## src/rtl/atl_pkg.sv

```systemverilog
package atl_pkg;
  localparam logic [7:0] CH_CR   = 8'h0D;
  localparam logic [7:0] CH_PLUS = 8'h2B;
  localparam logic [7:0] CH_SEMI = 8'h3B;

  localparam logic [1:0] FMT_7ODD  = 2'b01;
  localparam logic [1:0] FMT_7EVEN = 2'b10;

  typedef enum logic [1:0] {RX_IDLE, RX_START, RX_DATA, RX_STOP} rx_st_e;
  typedef enum logic [1:0] {L_HUNT, L_GOT_A, L_BODY} ln_st_e;

  function automatic logic is_letter(input logic [7:0] c, input logic [7:0] upper);
    return (c == upper) || (c == (upper | 8'h20));
  endfunction
endpackage

```

## src/rtl/atl_uart_rx.sv

```systemverilog
module atl_uart_rx
  import atl_pkg::*;
#(
  parameter int TICK_DIV = 27,
  parameter int OVS      = 16
) (
  input  logic       clk,
  input  logic       rst,
  input  logic       rxd,
  input  logic [1:0] fmt,
  output logic       ch_valid,
  output logic [7:0] ch_data,
  output logic       ferr,
  output logic       perr
);
  localparam int DIV_W = (TICK_DIV > 1) ? $clog2(TICK_DIV) : 1;
  localparam int OVS_W = $clog2(OVS);
  localparam logic [DIV_W-1:0] DIV_LAST = DIV_W'(TICK_DIV - 1);
  localparam logic [OVS_W-1:0] OVS_LAST = OVS_W'(OVS - 1);
  localparam logic [OVS_W-1:0] OVS_MID  = OVS_W'(OVS / 2 - 1);

  logic [DIV_W-1:0] div_cnt;
  logic             tick;
  logic [1:0]       sync;
  logic             rx_s;
  rx_st_e           state;
  logic [OVS_W-1:0] cnt;
  logic [2:0]       bit_idx;
  logic [7:0]       shreg;
  logic             seven;
  logic             par_bad;

  assign tick    = (div_cnt == DIV_LAST);
  assign rx_s    = sync[1];
  assign seven   = (fmt == FMT_7ODD) || (fmt == FMT_7EVEN);
  assign par_bad = ((fmt == FMT_7ODD) && !(^shreg)) || ((fmt == FMT_7EVEN) && (^shreg));

  always_ff @(posedge clk) begin
    if (rst) begin
      div_cnt <= '0;
      sync    <= 2'b11;
    end else begin
      div_cnt <= tick ? '0 : div_cnt + 1'b1;
      sync    <= {sync[0], rxd};
    end
  end

  always_ff @(posedge clk) begin
    if (rst) begin
      state    <= RX_IDLE;
      cnt      <= '0;
      bit_idx  <= '0;
      shreg    <= '0;
      ch_valid <= 1'b0;
      ch_data  <= '0;
      ferr     <= 1'b0;
      perr     <= 1'b0;
    end else begin
      ch_valid <= 1'b0;
      ferr     <= 1'b0;
      perr     <= 1'b0;
      if (tick) begin
        case (state)
          RX_IDLE: begin
            if (!rx_s) begin
              state <= RX_START;
              cnt   <= '0;
            end
          end
          RX_START: begin
            if (cnt == OVS_MID) begin
              cnt     <= '0;
              bit_idx <= '0;
              state   <= rx_s ? RX_IDLE : RX_DATA;
            end else begin
              cnt <= cnt + 1'b1;
            end
          end
          RX_DATA: begin
            if (cnt == OVS_LAST) begin
              cnt   <= '0;
              shreg <= {rx_s, shreg[7:1]};
              if (bit_idx == 3'd7) state <= RX_STOP;
              else bit_idx <= bit_idx + 1'b1;
            end else begin
              cnt <= cnt + 1'b1;
            end
          end
          RX_STOP: begin
            if (cnt == OVS_LAST) begin
              cnt   <= '0;
              state <= RX_IDLE;
              if (!rx_s) begin
                ferr <= 1'b1;
              end else if (par_bad) begin
                perr <= 1'b1;
              end else begin
                ch_valid <= 1'b1;
                ch_data  <= seven ? {1'b0, shreg[6:0]} : shreg;
              end
            end else begin
              cnt <= cnt + 1'b1;
            end
          end
          default: state <= RX_IDLE;
        endcase
      end
    end
  end

  // a frame yields a character or one error, never both
  a_r2_one_outcome: assert property (@(posedge clk) disable iff (rst)
    $onehot0({ch_valid, ferr, perr}));

  // seven-bit formats deliver characters with bit 7 cleared
  a_r3_seven_bit_msb: assert property (@(posedge clk) disable iff (rst)
    (ch_valid && $stable(fmt) && seven) |-> (ch_data[7] == 1'b0));
endmodule

```

## src/rtl/atl_line.sv

```systemverilog
module atl_line
  import atl_pkg::*;
#(
  parameter int MAX_LEN = 63,
  parameter int ADDR_W  = $clog2(MAX_LEN),
  parameter int LEN_W   = $clog2(MAX_LEN + 1)
) (
  input  logic              clk,
  input  logic              rst,
  input  logic              ch_valid,
  input  logic [7:0]        ch_data,
  input  logic              cmd_mode,
  input  logic [ADDR_W-1:0] rd_addr,
  output logic [7:0]        rd_data,
  output logic              line_valid,
  output logic [LEN_W-1:0]  line_len,
  output logic              line_ovf,
  output logic              to_data
);
  localparam int DEPTH = 1 << ADDR_W;
  localparam logic [LEN_W-1:0] LEN_MAX = LEN_W'(MAX_LEN);

  logic [7:0]       store [0:DEPTH-1];
  ln_st_e           state;
  logic [LEN_W-1:0] len;
  logic             ovf;
  logic             first_d;
  logic             last_semi;
  logic             is_cr;
  logic             we;

  assign is_cr = (ch_data == CH_CR);
  assign we    = ch_valid && cmd_mode && (state == L_BODY) && !is_cr && (len < LEN_MAX);

  always_ff @(posedge clk) begin
    if (we) store[len[ADDR_W-1:0]] <= ch_data;
    rd_data <= store[rd_addr];
  end

  always_ff @(posedge clk) begin
    if (rst) begin
      state      <= L_HUNT;
      len        <= '0;
      ovf        <= 1'b0;
      first_d    <= 1'b0;
      last_semi  <= 1'b0;
      line_valid <= 1'b0;
      line_len   <= '0;
      line_ovf   <= 1'b0;
      to_data    <= 1'b0;
    end else begin
      line_valid <= 1'b0;
      to_data    <= 1'b0;
      if (!cmd_mode) begin
        state <= L_HUNT;
      end else if (ch_valid) begin
        case (state)
          L_HUNT: if (is_letter(ch_data, "A")) state <= L_GOT_A;
          L_GOT_A: begin
            if (is_letter(ch_data, "T")) begin
              state     <= L_BODY;
              len       <= '0;
              ovf       <= 1'b0;
              first_d   <= 1'b0;
              last_semi <= 1'b0;
            end else if (!is_letter(ch_data, "A")) begin
              state <= L_HUNT;
            end
          end
          L_BODY: begin
            if (is_cr) begin
              line_valid <= 1'b1;
              line_len   <= len;
              line_ovf   <= ovf;
              to_data    <= first_d && !last_semi;
              state      <= L_HUNT;
            end else if (len < LEN_MAX) begin
              len       <= len + 1'b1;
              last_semi <= (ch_data == CH_SEMI);
              if (len == '0) first_d <= is_letter(ch_data, "D");
            end else begin
              ovf <= 1'b1;
            end
          end
          default: state <= L_HUNT;
        endcase
      end
    end
  end

  // reported length never exceeds the cap
  a_r6_len_cap: assert property (@(posedge clk) disable iff (rst)
    line_valid |-> (line_len <= LEN_MAX));

  // overflow is reported only for a full line
  a_r6_ovf_full: assert property (@(posedge clk) disable iff (rst)
    (line_valid && line_ovf) |-> (line_len == LEN_MAX));

  // a line can only complete while in command mode
  a_r8_cmd_only: assert property (@(posedge clk) disable iff (rst)
    line_valid |-> $past(cmd_mode));
endmodule

```

## src/rtl/atl_esc.sv

```systemverilog
module atl_esc
  import atl_pkg::*;
#(
  parameter int GUARD_W = 16
) (
  input  logic               clk,
  input  logic               rst,
  input  logic               ch_valid,
  input  logic [7:0]         ch_data,
  input  logic               ch_err,
  input  logic               to_data,
  input  logic [GUARD_W-1:0] guard,
  output logic               mode_cmd
);
  localparam logic [GUARD_W-1:0] IDLE_SAT = '1;

  logic [GUARD_W-1:0] idle_cnt;
  logic [1:0]         plus_cnt;
  logic               activity;
  logic               quiet;
  logic               esc_hit;

  assign activity = ch_valid || ch_err;
  assign quiet    = (idle_cnt >= guard);
  assign esc_hit  = !mode_cmd && (plus_cnt == 2'd3) && quiet && !activity;

  always_ff @(posedge clk) begin
    if (rst) begin
      mode_cmd <= 1'b1;
      idle_cnt <= '0;
      plus_cnt <= '0;
    end else begin
      if (activity) idle_cnt <= '0;
      else if (idle_cnt != IDLE_SAT) idle_cnt <= idle_cnt + 1'b1;

      if (esc_hit) mode_cmd <= 1'b1;
      else if (to_data) mode_cmd <= 1'b0;

      if (mode_cmd || esc_hit) begin
        plus_cnt <= '0;
      end else if (activity) begin
        if (ch_valid && (ch_data == CH_PLUS)) begin
          if (quiet) plus_cnt <= 2'd1;
          else if ((plus_cnt == 2'd1) || (plus_cnt == 2'd2)) plus_cnt <= plus_cnt + 1'b1;
          else plus_cnt <= '0;
        end else begin
          plus_cnt <= '0;
        end
      end
    end
  end

  // command mode is re-entered only through a qualified escape
  a_r9_rise_by_escape: assert property (@(posedge clk) disable iff (rst)
    $rose(mode_cmd) |-> $past(esc_hit));

  // data mode is entered only after a completed dial line
  a_r7_fall_by_dial: assert property (@(posedge clk) disable iff (rst)
    $fell(mode_cmd) |-> $past(to_data));
endmodule

```

## src/rtl/at_line_rx.sv

```systemverilog
module at_line_rx #(
  parameter int TICK_DIV = 27,
  parameter int MAX_LEN  = 63,
  parameter int GUARD_W  = 16,
  parameter int ADDR_W   = $clog2(MAX_LEN),
  parameter int LEN_W    = $clog2(MAX_LEN + 1)
) (
  input  logic               clk,
  input  logic               rst,
  input  logic               rxd,
  input  logic [1:0]         cfg_fmt,
  input  logic [GUARD_W-1:0] cfg_guard,
  input  logic [ADDR_W-1:0]  rd_addr,
  output logic [7:0]         rd_data,
  output logic               line_valid,
  output logic [LEN_W-1:0]   line_len,
  output logic               line_ovf,
  output logic               mode_cmd,
  output logic               framing_err,
  output logic               parity_err
);
  logic       ch_valid;
  logic [7:0] ch_data;
  logic       to_data;

  atl_uart_rx #(.TICK_DIV(TICK_DIV), .OVS(16)) u_rx (
    .clk(clk), .rst(rst), .rxd(rxd), .fmt(cfg_fmt),
    .ch_valid(ch_valid), .ch_data(ch_data), .ferr(framing_err), .perr(parity_err)
  );

  atl_line #(.MAX_LEN(MAX_LEN), .ADDR_W(ADDR_W), .LEN_W(LEN_W)) u_line (
    .clk(clk), .rst(rst), .ch_valid(ch_valid), .ch_data(ch_data), .cmd_mode(mode_cmd),
    .rd_addr(rd_addr), .rd_data(rd_data), .line_valid(line_valid), .line_len(line_len),
    .line_ovf(line_ovf), .to_data(to_data)
  );

  atl_esc #(.GUARD_W(GUARD_W)) u_esc (
    .clk(clk), .rst(rst), .ch_valid(ch_valid), .ch_data(ch_data),
    .ch_err(framing_err || parity_err), .to_data(to_data), .guard(cfg_guard),
    .mode_cmd(mode_cmd)
  );
endmodule

```

## config.mk

```make
export PLATFORM = sky130hd
export DESIGN_NAME = at_line_rx
export DESIGN_NICKNAME = d
export VERILOG_FILES = /design/src/rtl/atl_pkg.sv /design/src/rtl/atl_uart_rx.sv /design/src/rtl/atl_line.sv /design/src/rtl/atl_esc.sv /design/src/rtl/at_line_rx.sv
export SDC_FILE = /design/constraint.sdc
export NUM_CORES = 1
export LEC_CHECK = 0
export BUFFER_PORTS_ARGS = -buffer_cell sky130_fd_sc_hd__buf_2
export CAP_MARGIN = 0
export CORE_ASPECT_RATIO = 1.25
export CORE_MARGIN = 1
export CORE_UTILIZATION = 45
export CTS_CLUSTER_SIZE = 10
export DETAILED_ROUTE_END_ITERATION = 16
export PLACE_DENSITY = 0.7
export RECOVER_POWER = 50
export SYNTH_ARGS = -nofsm -noshare
export SYNTH_HDL_FRONTEND = slang
export SYNTH_HIERARCHICAL = 1
export SYNTH_SLANG_ARGS = --single-unit
export TNS_END_PERCENT = 5
```

## constraint.sdc

```tcl
create_clock -name clk -period 5.9 [get_ports clk]
set_clock_uncertainty 0.1 [all_clocks]
set_input_delay 1.18 -clock clk [delete_from_list [all_inputs] [get_ports clk]]
set_output_delay 1.18 -clock clk [all_outputs]
set_load 0.05 [all_outputs]
```

# Word-level counts from Yosys, hierarchy flattened

Memories as Yosys holds them, arrays and structs flattened. A register that Yosys moved wholly into a read port is not among the register bits.
Cells that the tools add are included.

Word-level logic and storage cells: 174
Output and inout bits: 19
Bits in latches: 0
Register bits after elaboration: 74
Bits of input ports: 27
Memories: 1
RAM bits: 512
Bits in read-only memories: 0

Add/sub/neg operators: 6
Magnitude comparators: 2
Eq/ne operators: 38
Multiply operators: 0
Mux-type cells: 45
Reduce and logical (&&, ||, !) cells: 51
Shifts and indexed selects: 0
Divide/modulo/power cells: 0
Bitwise gates (word level): 9

Memory list:

| memory       | depth | width | read ports | clocked after memory_dff | write ports | line           | source |
|---|---|---|---|---|---|---|---|
| u_line.store | 64    | 8     | 1          | 1                        | 1           | atl_line.sv:23 | `logic [7:0] store [0:DEPTH-1];` |

Operator list:

| cell                                                  | number |
|---|---|
| == test 8 x 7 -> 1 bit, second input constant         | 6 |
| 2-to-1 mux 2 bit                                      | 13 |
| 2-to-1 mux 6 bit                                      | 3 |
| AND reduction 6 bit                                   | 3 |
| adder 16 x 1 -> 16 bit, second input constant         | 1 |
| == test 8 x 6 -> 1 bit, second input constant         | 2 |
| greater-or-equal comparator 16 bit                    | 1 |
| inequality test 16 bit, second input constant         | 1 |
| 2-to-1 mux 1 bit                                      | 14 |
| inequality test 2 x 1 -> 1 bit, second input constant | 7 |
| == test 2 bit, second input constant                  | 6 |
| 2-to-1 mux 4 bit                                      | 3 |
| inequality test 2 bit, second input constant          | 6 |
| one-hot mux 4 bit (3 select lines)                    | 1 |
| one-hot mux 6 bit (2 select lines)                    | 1 |
| OR reduction 2 bit                                    | 6 |
| logical AND 1 bit                                     | 11 |
| AND reduction 5 bit                                   | 2 |
| OR reduction 5 bit                                    | 2 |
| logical OR 1 bit                                      | 9 |
| 2-to-1 mux 3 bit                                      | 3 |
| inverter 1 bit                                        | 9 |
| == test 2 x 1 -> 1 bit, second input constant         | 4 |
| == test 8 x 4 -> 1 bit, second input constant         | 1 |
| other kinds (26)                                      | 36 |

# Longest topological paths before layout

Depth after elaboration: 6
Mapped depth: 10
Depth with buffers taken out: 7

# Modules after synthesis

The synthesis kept the hierarchy.

Modules (own cells, without submodules):

| module      | instances | cells an instance | seq. area each (sq um) | area each (sq um) |
|---|---|---|---|---|
| atl_line    | 1         | 1038              | 15935.3                | 21202.8 |
| atl_uart_rx | 1         | 178               | 700.7                  | 1690.4 |
| atl_esc     | 1         | 170               | 380.4                  | 1398.8 |
| at_line_rx  | 1         | 1                 | 0.0                    | 6.3 |

# Worst setup path before layout

Ideal clock, no wire load.

Path kind: reg-to-reg
Start point: reg u_rx.ch_data[4]
End point: mem u_line.store[55][0], enable pin
Period minus slack after synthesis: 3.191 ns
Cell stages (with the launch flop): 6
Data arrival time: 2.720 ns
Setup time: 0.370 ns
Slack: 2.709 ns
Required time: 5.430 ns
Buffers on the path: 0
Cell sequence: dfxtp_1 -> nand4bb_1 -> nor4_1 -> nor4_2 -> nand3_1 -> nor2_1

Word-level cells in the longest chain between the ends: 6

RTL lines:

| what                                   | line              | source |
|---|---|---|
| start: declaration                     | atl_uart_rx.sv:12 | `output logic [7:0] ch_data,` |
| start signal: assignment               | atl_uart_rx.sv:99 | `ch_data <= seven ? {1'b0, shreg[6:0]} : shreg;` |
| == test 8 x 4 -> 1 bit                 | atl_line.sv:32    | `assign is_cr = (ch_data == CH_CR);` |
| zero test 1 bit                        | atl_line.sv:33    | `assign we = ch_valid && cmd_mode && (state == L_BODY) && !is_cr && (len < LEN_MAX);` |
| logical AND 1 bit (2 in series)        | atl_line.sv:33    |  |
| 2-to-1 mux 1 bit                       | atl_line.sv:36    | `if (we) store[len[ADDR_W-1:0]] <= ch_data;` |
| 2-to-1 mux 1 bit (not written as such) | atl_line.sv:36    |  |
| end: declaration                       | atl_line.sv:23    |  |

No other way between the ends.

# Worst setup path after layout

Start point: reg u_rx.ch_data[4]
End point: reg u_line.len[2]

Word-level cells in the longest chain between the ends: 4
Elaborated cells on any way between the ends: 7
Those cells by class: eq/ne (5); reduce/logical (2)

RTL lines:

| what                                            | line           | source |
|---|---|---|
| == test 8 x 7 -> 1 bit                          | atl_pkg.sv:13  | `return (c == upper) \|\| (c == (upper \| 8'h20));` |
| logical OR 1 bit                                | atl_pkg.sv:13  |  |
| inequality test 2 x 1 -> 1 bit (no source line) | --             |  |
| AND reduction 6 bit (no source line) *          | --             |  |
| end signal: assignment                          | atl_line.sv:78 | `len <= len + 1'b1;` |
| end: declaration                                | atl_line.sv:25 | `logic [LEN_W-1:0] len;` |

Mark *: on every way between the ends. The rest lies on a longest branch, timed or not.
A chain may end at the register's enable or synchronous reset.

==> results.py <==
metrics = {
    "cts": {
        "post_cts_resized": 0,
        "cts_htree_levels": 3,
        "worstSkewPairLatency_ps": 600,
        "numCtsBuffers": 69,
        "post_cts.repair.setup_buffers": 0,
        "root_buffer": "clkbuf_16",
        "ctsHoldBuffers": 0,
        "clk_pin_slew_ps": 50,
        "cts_tree": "built",
        "clockBufferDepth": 3,
        "cts.sinks": 594,
    },
    "floorplanning": {
        "core-area_um2": 53000,
        "rows": 94,
        "dieHeight_um": 262,
        "start_util": 0.458,
        "io_pins": 46,
        "die_w_um": 210,
        "die_area_um2": 54900,
    },
    "cells_and_area": {
        "instances_no_fill": 2214,
        "diodes": 0,
        "area_growth_syn_to_layout_pct": 11.7,
        "utilization": 0.512,
        "final_layout_size_suffix_gt1_frac": 0.196,
        "final_nets": 1522,
    },
    "critical_path": {
        "startpoint": "u_rx/ch_data[4]",
        "crit_arrival_ps": 4630,
        "r2r_start": "u_rx/ch_data[4]",
        "reg2reg_depth": 5,
        "endpoint_kind": "register",
        "critPathCapture": "u_line/len[2]",
        "r2r_setup_slack_ps": 1670,
        "required_ps": 6300,
        "reg2reg_to": "u_line/len[2]",
        "criticalPathCategory": "reg2reg",
        "crit_fanout": 71,
        "startpoint_type": "register",
    },
    "worst_hold_path": {
        "hold_path_class": "reg2reg",
    },
    "global_route": {
        "grt_max_degree": 72,
        "antenna_found_initial": 0,
        "grt_overflow": 0,
        "grt_use_total": 0.201,
        "grt_pass1_wl_mm": 81.5,
        "grt_pass1_vias": 13180,
    },
    "timing": {
        "min_period_over_period": 0.717,
        "worstMarginPinSlew_ps": 3240,
        "fmax_mhz": 236,
        "layout_min_cycle_time_ps": 4230,
        "setup_viol": 0,
        "finalHoldViolCount": 0,
        "relSlewSlack": -1.16,
        "final_max_slew_viol_count": 287,
        "rsz0062_at_grt": "no",
        "finalSetupTns_ps": 0,
    },
    "placed_design": {
        "place.gp.congestion": 0.841,
        "dp_hpwl_mm": 32.9,
        "placed_cells": 2112,
        "io_buffers": 45,
    },
    "synth": {
        "ys_seq_area_frac": 0.700,
        "async_flop_share": 0,
        "ys_ff_latch": 594,
        "syn_inst": 1387,
        "avgSynthCellArea_um2": 17.5,
        "syn_nets": 1446,
        "synth-edff-count": 512,
        "synth_cell_types": 82,
        "yosysWarnings": 6,
        "synth_ff_type": "edfxtp_1",
        "syn-cell-area_um2": 24300,
    },
    "status": {
        "violations": "capacitance limit, slew limit",
        "outcome": "finished with violations",
    },
    "drt": {
        "wl_per_cell_um": 24.1,
        "drtIter0Drc": 1228,
        "postRouteAntennaNets": 0,
        "wl_mm": 53.4,
        "vias": 12910,
        "detail_route.first_pass.iterations": 5,
        "drc": 0,
        "vias_per_cell": 5.83,
    },
    "pwr": {
        "leakagePower_uw": 0.00741,
        "total_power_uw": 8480,
        "vdd_ir_drop_max_mv": 0.172,
        "powerDensity_nw_per_um2": 312,
    },
    "job": {
        "max_cap_violations": 5,
    },
}
## state kept, by name, summed over array words and instances, names as in the netlist, 3 cells and up, named ones only
signal and cells:
u_esc/idle_cnt 16, u_line/store 512, u_rx/div_cnt 5, u_rx/ch_data 8
u_line/line_len 6, u_line/rd_data 8, u_rx/shreg 8, u_rx/cnt 4
u_rx/bit_idx 3, u_line/len 6
## layer usage
layer	wire length, um	part of all wire	global-route usage
met5	0	0	0
met4	2070	0.039	0.0965
met3	4040	0.076	0.0370
met2	26200	0.49	0.333
met1	21100	0.40	0.257
## worst max-delay path: stages, from the launching register on
cell and delay [ps]:
dfxtp_1 320, clkbuf_1 2200, a41oi_2 640, nor3_1 490, a21oi_1 120, a311oi_1 270
## cell usage in the layout, fill, tap and decap left out, types with 4 or more instances in the layout
| master | Yosys | layout |
|---|---|---|
| a211oi_1 | 9 | 10 |
| a21o_1 | 5 | 5 |
| a21oi_1 | 22 | 22 |
| a22oi_1 | 12 | 12 |
| and3_1 | 7 | 7 |
| buf_2 | 16 | 42 |
| buf_4 | 15 | 13 |
| clkbuf_1 | 20 | 32 |
| clkbuf_16 | 0 | 70 |
| dfxtp_1 | 82 | 82 |
| edfxtp_1 | 512 | 512 |
| ha_1 | 32 | 32 |
| inv_1 | 42 | 42 |
| mux2_2 | 4 | 4 |
| mux2i_1 | 64 | 64 |
| mux4_2 | 129 | 129 |
| nand2_1 | 38 | 38 |
| nand2b_1 | 21 | 21 |
| nand3_1 | 18 | 18 |
| nand3b_1 | 9 | 9 |
| nand4_1 | 6 | 6 |
| nand4b_1 | 3 | 4 |
| nor2_1 | 140 | 140 |
| nor2b_1 | 10 | 10 |
| nor3_1 | 15 | 15 |
| nor3b_1 | 4 | 4 |
| o2111ai_1 | 5 | 5 |
| o211ai_1 | 4 | 4 |
| o21ai_0 | 18 | 18 |
| o21ai_1 | 6 | 6 |
| o221ai_1 | 10 | 10 |
| o22ai_1 | 4 | 4 |
| or3_1 | 5 | 5 |
| xnor2_1 | 15 | 15 |
| xor2_1 | 8 | 8 |
## how the worst min path moves through the flow
stage	from	slack, ps	endpoint	cells after the start
floorplan	u_rx/sync[0]	290	u_rx/sync[1]	1
global placement	u_rx/sync[0]	290	u_rx/sync[1]	1
detailed placement	u_rx/sync[0]	300	u_rx/sync[1]	1
CTS	u_rx/sync[0]	320	u_rx/sync[1]	1
global route	u_rx/sync[0]	320	u_rx/sync[1]	1
finish	u_rx/sync[0]	310	u_rx/sync[1]	1
## logic make-up after synthesis
family	count (synthesis)	synth area share
AO/OA/AOI/OAI	120	0.0349
multiplexers	199	0.149
adder cells (fa/ha/maj)	32	0.0165
buffers and inverters	102	0.0205
AND/OR/NAND/NOR	317	0.0707
flip-flops	594	0.700
XOR/XNOR	23	0.00829
## final cells by class
type / instances / area [um^2]
clock buffers: 96 / 1850
flip-flops and latches: 594 / 17000
fillers: 4238 / 25900
well taps: 720 / 901
repair buffers: 64 / 373
inverters: 43 / 161
clock inverters: 6 / 100
multi-input cells: 691 / 6750
## through the flow
stage               instance area [um^2]  hold WS (ps)  setup slack (ps)
global route                       27100           323              1200
detailed placement                 25300           296              2040
global placement                   25300           293              2050
CTS                                27200           315              2290
finish                             27100           309              1670
floorplan                          24300           289              2710
## Yosys cell counts, types with 4 or more instances
master	number	share of area
nor3b_1	4	0.0012
buf_4	15	0.0046
nor2b_1	10	0.0026
or3_1	5	0.0013
o221ai_1	10	0.0036
xnor2_1	15	0.0054
nand4_1	6	0.0015
nor3_1	15	0.0031
a22oi_1	12	0.0037
nand2b_1	21	0.0054
o2111ai_1	5	0.0018
o21ai_0	18	0.0037
mux2_2	4	0.0019
buf_2	16	0.0033
a211oi_1	9	0.0028
a21o_1	5	0.0015
nand2_1	38	0.0059
o211ai_1	4	0.0012
buf_1	4	0.00062
clkbuf_1	20	0.0031
nand3b_1	9	0.0028
nand3_1	18	0.0037
edfxtp_1	512	0.63
mux4_2	129	0.12
o22ai_1	4	0.0010
o21ai_1	6	0.0012
xor2_1	8	0.0029
dfxtp_1	82	0.068
ha_1	32	0.016
mux2i_1	64	0.026
and3_1	7	0.0018
a21oi_1	22	0.0045
inv_1	42	0.0065
nor2_1	140	0.022
## where the power goes
| part | switching, uW | internal (uW) | leakage, uW |
|---|---|---|---|
| Clock | 1590 | 2180 | 0.000937 |
| Sequential | 7.34 | 4500 | 0.00419 |
| Combinational | 124 | 74.9 | 0.00228 |
| Total | 1720 | 6760 | 0.00741 |
(Power assumes the default switching activity.)
